`config.mk`:
```
export PLATFORM = sky130hd
export DESIGN_NAME = quad_reg_frontend
export DESIGN_NICKNAME = d
export VERILOG_FILES = /design/src/rtl/qrf_pkg.sv /design/src/rtl/qrf_decode.sv /design/src/rtl/qrf_chan.sv /design/src/rtl/qrf_irq_merge.sv /design/src/rtl/quad_reg_frontend.sv
export SDC_FILE = /design/constraint.sdc
export NUM_CORES = 1
export LEC_CHECK = 0
export BUFFER_PORTS_ARGS = -buffer_cell sky130_fd_sc_hd__buf_4
export CAP_MARGIN = 20
export CORE_ASPECT_RATIO = 0.8
export CORE_MARGIN = 2
export CORE_UTILIZATION = 57
export CTS_CLUSTER_DIAMETER = 200
export DETAILED_ROUTE_END_ITERATION = 7
export GPL_TIMING_DRIVEN = 1
export PLACE_DENSITY = 0.79
export SYNTH_ARGS = -nofsm -noshare
export SYNTH_HDL_FRONTEND = slang
export SYNTH_SLANG_ARGS = --single-unit
```
`constraint.sdc`:
```
create_clock -name clk -period 2.3 [get_ports clk]
set_input_delay 0.345 -clock clk [delete_from_list [all_inputs] [get_ports clk]]
set_output_delay 0.345 -clock clk [all_outputs]
set_load 0.02 [all_outputs]
```
`src/rtl/qrf_pkg.sv`:
```
// Package: constants shared by the quad register front-end.
// Assumes four interrupt sources per channel, numbered in priority order.
package qrf_pkg;
    localparam int NUM_SRC = 4;
    localparam int SRC_W   = 2;

    // Register offsets inside the global decode region
    localparam logic [3:0] GOFF_CFG  = 4'd0;
    localparam logic [3:0] GOFF_STAT = 4'd1;

    // Source numbering, lowest value is serviced first
    typedef enum logic [SRC_W-1:0] {
        SRC_LINE  = 2'd0,
        SRC_RX    = 2'd1,
        SRC_TX    = 2'd2,
        SRC_MODEM = 2'd3
    } src_code_e;
endpackage

```
`src/rtl/qrf_decode.sv`:
```
// Address decoder: splits the address into region, channel and offset, and
// produces per-channel write enables (all of them in broadcast mode), the
// configuration write strobe and the read-kind selects.
// Assumes NUM_CH is a power of two so the channel field is fully decoded.
module qrf_decode
    import qrf_pkg::*;
#(
    parameter int NUM_CH = 4,
    parameter int CH_W   = 2,
    parameter int OFF_W  = 4,
    localparam int ADDR_W = 1 + CH_W + OFF_W
) (
    input  logic              cs,
    input  logic              wr_en,
    input  logic              rd_en,
    input  logic [ADDR_W-1:0] addr,
    input  logic              bcast,
    output logic [NUM_CH-1:0] ch_we,
    output logic              cfg_we,
    output logic              rd_ch_hit,
    output logic              rd_cfg_hit,
    output logic              rd_stat_hit,
    output logic [CH_W-1:0]   sel_ch,
    output logic [OFF_W-1:0]  sel_off
);
    logic is_glob;
    logic acc_wr;
    logic acc_rd;

    assign is_glob = addr[ADDR_W-1];
    assign sel_ch  = addr[OFF_W +: CH_W];
    assign sel_off = addr[OFF_W-1:0];
    assign acc_wr  = cs & wr_en;
    assign acc_rd  = cs & rd_en;

    // Per-channel write enable: addressed channel, or every channel in broadcast
    for (genvar i = 0; i < NUM_CH; i++) begin : g_we
        assign ch_we[i] = acc_wr & ~is_glob & (bcast | (sel_ch == CH_W'(i)));
    end

    // Global-region strobes; status is read-only, other offsets are unmapped
    assign cfg_we      = acc_wr & is_glob & (sel_off == OFF_W'(GOFF_CFG));
    assign rd_ch_hit   = acc_rd & ~is_glob;
    assign rd_cfg_hit  = acc_rd & is_glob & (sel_off == OFF_W'(GOFF_CFG));
    assign rd_stat_hit = acc_rd & is_glob & (sel_off == OFF_W'(GOFF_STAT));
endmodule

```
`src/rtl/qrf_chan.sv`:
```
// One channel: a flat bank of registers and a set of sticky pending flags.
// An acknowledge clears the lowest-numbered pending flag. A set in the same
// cycle wins. Assumes rd_data is sampled by a register in the parent.
module qrf_chan
    import qrf_pkg::*;
#(
    parameter int OFF_W = 4,
    parameter int REG_W = 8,
    localparam int DEPTH = 1 << OFF_W
) (
    input  logic               clk,
    input  logic               rst_n,
    input  logic               we,
    input  logic [OFF_W-1:0]   off,
    input  logic [REG_W-1:0]   wdata,
    output logic [REG_W-1:0]   rd_data,
    input  logic [NUM_SRC-1:0] src_set,
    input  logic               ack,
    output logic               pend_any,
    output logic [SRC_W-1:0]   top_code
);
    logic [REG_W-1:0]   bank [DEPTH];
    logic [NUM_SRC-1:0] pend;
    logic [NUM_SRC-1:0] pend_clr;

    // Register storage with synchronous clear
    always_ff @(posedge clk) begin
        if (!rst_n) begin
            for (int i = 0; i < DEPTH; i++) bank[i] <= '0;
        end else if (we) begin
            bank[off] <= wdata;
        end
    end

    assign rd_data = bank[off];

    // Isolate the lowest pending bit when acknowledged
    assign pend_clr = ack ? (pend & (~pend + NUM_SRC'(1))) : '0;

    // Pending flags: clear one on acknowledge, then merge new sets
    always_ff @(posedge clk) begin
        if (!rst_n) pend <= '0;
        else        pend <= (pend & ~pend_clr) | src_set;
    end

    // Priority encoder: lowest-numbered pending source
    always_comb begin
        top_code = '0;
        for (int s = NUM_SRC - 1; s >= 0; s--) begin
            if (pend[s]) top_code = SRC_W'(s);
        end
    end

    assign pend_any = |pend;

    // An acknowledge with no new sets removes exactly one source
    p_one_clear_r9: assert property (@(posedge clk) disable iff (!rst_n)
        (ack && src_set == '0 && pend != '0) |=>
            ($countones(pend) + 1 == $countones($past(pend))));

    // Without acknowledge no pending source is ever dropped
    p_no_drop_r9: assert property (@(posedge clk) disable iff (!rst_n)
        !ack |=> ((pend & $past(pend)) == $past(pend)));

    // Every source set is pending on the next cycle, even under acknowledge
    p_set_sticks_r11: assert property (@(posedge clk) disable iff (!rst_n)
        (src_set != '0) |=> ((pend & $past(src_set)) == $past(src_set)));
endmodule

```
`src/rtl/qrf_irq_merge.sv`:
```
// Interrupt combiner: ORs the channel requests into one level output and
// packs the global status word as {codes of all channels, pending vector}.
// Assumes each channel reports code 0 when nothing is pending.
module qrf_irq_merge
    import qrf_pkg::*;
#(
    parameter int NUM_CH = 4,
    localparam int STAT_W = NUM_CH * (1 + SRC_W)
) (
    input  logic [NUM_CH-1:0]       ch_any,
    input  logic [NUM_CH*SRC_W-1:0] ch_code,
    output logic                    irq_out,
    output logic [STAT_W-1:0]       stat_word
);
    // Level interrupt and packed status
    assign irq_out   = |ch_any;
    assign stat_word = {ch_code, ch_any};
endmodule

```
`src/rtl/quad_reg_frontend.sv`:
```
// Top: host register front-end for four serial channels. It decodes the
// address, holds the broadcast configuration bit, instantiates the channel
// banks, merges the interrupts and registers the read data.
// Assumes reads complete in one cycle and rdata holds between reads.
module quad_reg_frontend
    import qrf_pkg::*;
#(
    parameter int NUM_CH = 4,
    parameter int OFF_W  = 4,
    parameter int REG_W  = 8,
    localparam int CH_W   = $clog2(NUM_CH),
    localparam int ADDR_W = 1 + CH_W + OFF_W,
    localparam int STAT_W = NUM_CH * (1 + SRC_W),
    localparam int DW     = (REG_W > STAT_W) ? REG_W : STAT_W
) (
    input  logic                      clk,
    input  logic                      rst_n,
    input  logic                      cs,
    input  logic                      wr_en,
    input  logic                      rd_en,
    input  logic [ADDR_W-1:0]         addr,
    input  logic [REG_W-1:0]          wdata,
    output logic [DW-1:0]             rdata,
    input  logic [NUM_CH*NUM_SRC-1:0] irq_src,
    output logic                      irq_out
);
    logic                    bcast;
    logic [NUM_CH-1:0]       ch_we;
    logic                    cfg_we;
    logic                    rd_ch_hit;
    logic                    rd_cfg_hit;
    logic                    rd_stat_hit;
    logic [CH_W-1:0]         sel_ch;
    logic [OFF_W-1:0]        sel_off;
    logic [REG_W-1:0]        ch_rd [NUM_CH];
    logic [NUM_CH-1:0]       ch_any;
    logic [NUM_CH*SRC_W-1:0] ch_code;
    logic [STAT_W-1:0]       stat_word;
    logic [DW-1:0]           rdata_d;

    qrf_decode #(.NUM_CH(NUM_CH), .CH_W(CH_W), .OFF_W(OFF_W)) u_decode (
        .cs         (cs),
        .wr_en      (wr_en),
        .rd_en      (rd_en),
        .addr       (addr),
        .bcast      (bcast),
        .ch_we      (ch_we),
        .cfg_we     (cfg_we),
        .rd_ch_hit  (rd_ch_hit),
        .rd_cfg_hit (rd_cfg_hit),
        .rd_stat_hit(rd_stat_hit),
        .sel_ch     (sel_ch),
        .sel_off    (sel_off)
    );

    // Broadcast enable held in bit 0 of the configuration register
    always_ff @(posedge clk) begin
        if (!rst_n)      bcast <= 1'b0;
        else if (cfg_we) bcast <= wdata[0];
    end

    for (genvar c = 0; c < NUM_CH; c++) begin : g_ch
        qrf_chan #(.OFF_W(OFF_W), .REG_W(REG_W)) u_chan (
            .clk     (clk),
            .rst_n   (rst_n),
            .we      (ch_we[c]),
            .off     (sel_off),
            .wdata   (wdata),
            .rd_data (ch_rd[c]),
            .src_set (irq_src[c*NUM_SRC +: NUM_SRC]),
            .ack     (rd_stat_hit),
            .pend_any(ch_any[c]),
            .top_code(ch_code[c*SRC_W +: SRC_W])
        );
    end

    qrf_irq_merge #(.NUM_CH(NUM_CH)) u_merge (
        .ch_any   (ch_any),
        .ch_code  (ch_code),
        .irq_out  (irq_out),
        .stat_word(stat_word)
    );

    // Read mux: addressed channel, configuration or status; zero otherwise
    always_comb begin
        rdata_d = '0;
        if (rd_ch_hit)        rdata_d[REG_W-1:0]  = ch_rd[sel_ch];
        else if (rd_cfg_hit)  rdata_d[0]          = bcast;
        else if (rd_stat_hit) rdata_d[STAT_W-1:0] = stat_word;
    end

    // Read data register, updated only on a selected read
    always_ff @(posedge clk) begin
        if (!rst_n)            rdata <= '0;
        else if (cs && rd_en)  rdata <= rdata_d;
    end

    // Without a selected read the read data does not move
    p_rd_hold_r3: assert property (@(posedge clk) disable iff (!rst_n)
        !(cs && rd_en) |=> $stable(rdata));

    // A configuration write lands in the broadcast bit
    p_cfg_load_r4: assert property (@(posedge clk) disable iff (!rst_n)
        (cs && wr_en && addr[ADDR_W-1] && addr[OFF_W-1:0] == OFF_W'(GOFF_CFG))
            |=> (bcast == $past(wdata[0])));

    // Any source pulse raises the interrupt on the next cycle
    p_irq_follows_r7: assert property (@(posedge clk) disable iff (!rst_n)
        (irq_src != '0) |=> irq_out);

    // Outside broadcast at most one channel is written per cycle
    p_single_we_r2: assert property (@(posedge clk) disable iff (!rst_n)
        !bcast |-> $onehot0(ch_we));
endmodule

```
==> impl_metrics.toml <==
[cts]
cts_made_buffers = 50
max-clock-path-buffers = 3
clock_latency_ns = 0.60
ctsHtreeMaxLevel = 2
cts_tree = "built"
cts_sinks = 541
post_cts_buffers = 0
cts_root_buffer = "clkbuf_16"
path_clk_slew_ns = 0.07

[sta]
tns_ns = 0
setup_viol = 0
finClkSkew_ns = 0.0245
hold_viol = 0
slew_headroom_pct = 42.7
finalCriticalPeriod_ns = 2.26
final.period_utilization_pct = 98.2
max_freq_mhz = 443
worst_slew_pin_slew_ns = 0.859
slew_violations = 0
rsz0062_at_grt = "no"

[drt]
num_vias = 16500
totalWireLength_um = 67100
drc_errors = 0
wl_per_cell_um = 25.5
dr.first_iter.drc_count = 2283
avgViaCountPerCell = 6.25
final_antenna_net_count = 0
drt_first_pass_iters = 6

[worst_setup_path]
r2r_start = "g_ch[2].u_chan.bank[9][5]"
critPathLaunchType = "flop"
path_max_fanout = 5
startpoint = "g_ch[0].u_chan.pend[0]"
path_cells = "buf_4 -> nor4_1 -> nand4_1 -> buf_4"
cp.arrival_ns = 1.91
cp_top_family = "simple AND/OR/NAND/NOR gates"
crit_path_end_kind = "output pin"
critPathSlowestCell = "nor4_1"
crit_type = "flop to output pin"
crit_path_frequent_cell = "buf_4"
critPathMaxStageDelay_ns = 0.37
crit_required_ns = 1.96
cp_num_buf_inv = 2

[logic_synthesis]
ys_ff_latch = 541
synth_most_common_cell = "edfxtp_1"
synth_edf_count = 512
syn-num-nets = 1879
ys_top_cells_by_count = "512 x edfxtp_1, 449 x and2_1, 133 x mux2i_1, 86 x clkbuf_1, 72 x nor2_1"
ys_async_sr_fraction_pct = 0
synth_top_area_share_pct = 60.7
post-synth-top-area-cell = "edfxtp_1"
ys_top_cells_by_area = "edfxtp_1 61%, and2_1 11%, mux2i_1 5.3%"
synth_flop_cell = "edfxtp_1"
synthCells = 1843
netlist_area_um2 = 25300
ys_seq_area_share_pct = 63.0
avgSynthCellArea_um2 = 13.8
yosysWarnings = 0
synth.distinct_cells = 53

[grt]
grt.total_usage_pct = 29.3
overflow = 0
grt_max_degree = 66
grt_pass1_vias = 15900
antenna_found_initial = 1
grt_pass1_wl_um = 99200

[layout]
syn2layout_area_growth_pct = 15.0
final_area_um2 = 29200
final_nets = 2025
drive_above_1_share_pct = 18.4

[power]
p_leak_nw = 10.9
powerDensity_nw_per_um2 = 740
ir_worst_vdd_uv = 804

[place]
dpl.hpwl_um = 44400
gp_congestion = 1.00
place_area_um2 = 27400
port_buffers = 48

[die]
dieArea_um2 = 46200
die_y_um = 193
start_util_pct = 57.4
core-area_um2 = 44100
ioPinCount = 49
die_x_um = 240
std_cell_rows = 69

[status]
status = "finished, final reports clean"

[job]
max-cap-violations = 0

[worst_hold_path]
hp-class = "input pin to flop"
hp-start = "irq_src[13]"
## path summary, 6_finish.rpt
kind | end | slack [ns] | depth (start not counted)
worst max-delay path | irq_out | 0.04 | 4
worst min-delay path | g_ch[3].u_chan.pend[1] | 0.01 | 3
worst max register to register | rdata[5] | 0.25 | 5
worst min register to register | rdata[9] | 0.48 | 2
## worst reg2reg max path, stage by stage (launching register included)
cell	delay, ns
edfxtp_1	0.36
mux4_1	0.54
mux2_2	0.33
nand3_1	0.10
nand4_1	0.26
a211o_1	0.37
## cell type report
cell class | count | area, µm²
antenna | 1 | 2.50
clock buffer | 66 | 1330
clock inverter | 28 | 273
fill | 3015 | 15000
inverter | 10 | 37.5
multi-input combinational | 1146 | 8660
sequential | 541 | 16000
tap | 603 | 754
timing repair buffer | 240 | 2140
## per-layer routing
layer	wire length [µm]	track usage [%]	part of all wire [%]	vias to the layer above
met1	27100	43.9	40	8085
met5	0	0	0	-
met3	8750	6.71	13	142
met2	29100	42.7	43	1084
met4	2140	9.66	3.2	0
li1	-	-	-	7145
## repair_timing
action	in CTS	in global routing
hold buffers	11	1
hold endpoints to repair	11	1
setup endpoints to repair	0	1
resized for setup	0	2
## state kept, by name, indices dropped and copies added, names as in the netlist
name              cells
g_ch.u_chan.pend     16
rdata                12
bcast                 1
g_ch.u_chan.bank    512
## power by group
group	total (mW)	internal, mW	leakage [nW]	switching, mW
clock network	8.29	4.65	0.791	3.64
registers	11.4	11.2	5.10	0.201
logic	1.83	0.729	5.00	1.10
total	21.6	16.6	10.9	4.95
## stage by stage
stage / util (%) / setup slack (ns) / cells / total power, mW / hold slack [ns]
global route: 66.1 / 0.00420 / 2634 / 22.0 / 0.0186
global placement: 62.1 / -0.136 / 2528 / 13.3 / 0.461
floorplan: - / -0.0876 / 1843 / 12.6 / 0.469
detailed placement: 62.1 / -0.152 / 2528 / 13.4 / 0.474
CTS: 66.0 / 0.0608 / 2633 / 21.5 / 0.000981
finish: 66.1 / 0.0422 / 2635 / 21.6 / 0.0108
## logic make-up (layout without fill, tap and decap cells)
family	Yosys count	in the layout	synth area share (%)
buffers and inverters	156	344	3.02
multiplexers	208	208	11.7
AO/OA/AOI/OAI	220	220	5.68
other	0	1	0
flip-flops	541	541	63.0
AND/OR/NAND/NOR	718	718	16.6
## placed cells by master, fill, tap and decap left out, types with 14 or more instances in the layout
cell,Yosys,routed
o21ai_0,69,49
nand3_1,28,28
buf_12,1,24
and3_1,67,67
nand2_1,41,41
clkbuf_1,86,14
edfxtp_1,512,512
mux4_2,56,56
clkbuf_16,0,50
buf_4,10,203
and2_1,449,449
nor2b_1,17,16
dfxtp_1,29,29
o22ai_1,14,14
nor2_1,72,72
mux2i_1,133,133
o21ai_1,3,21
a22oi_1,46,46
a21oi_1,18,18
a31oi_1,14,14
(Power assumes the default switching activity.)
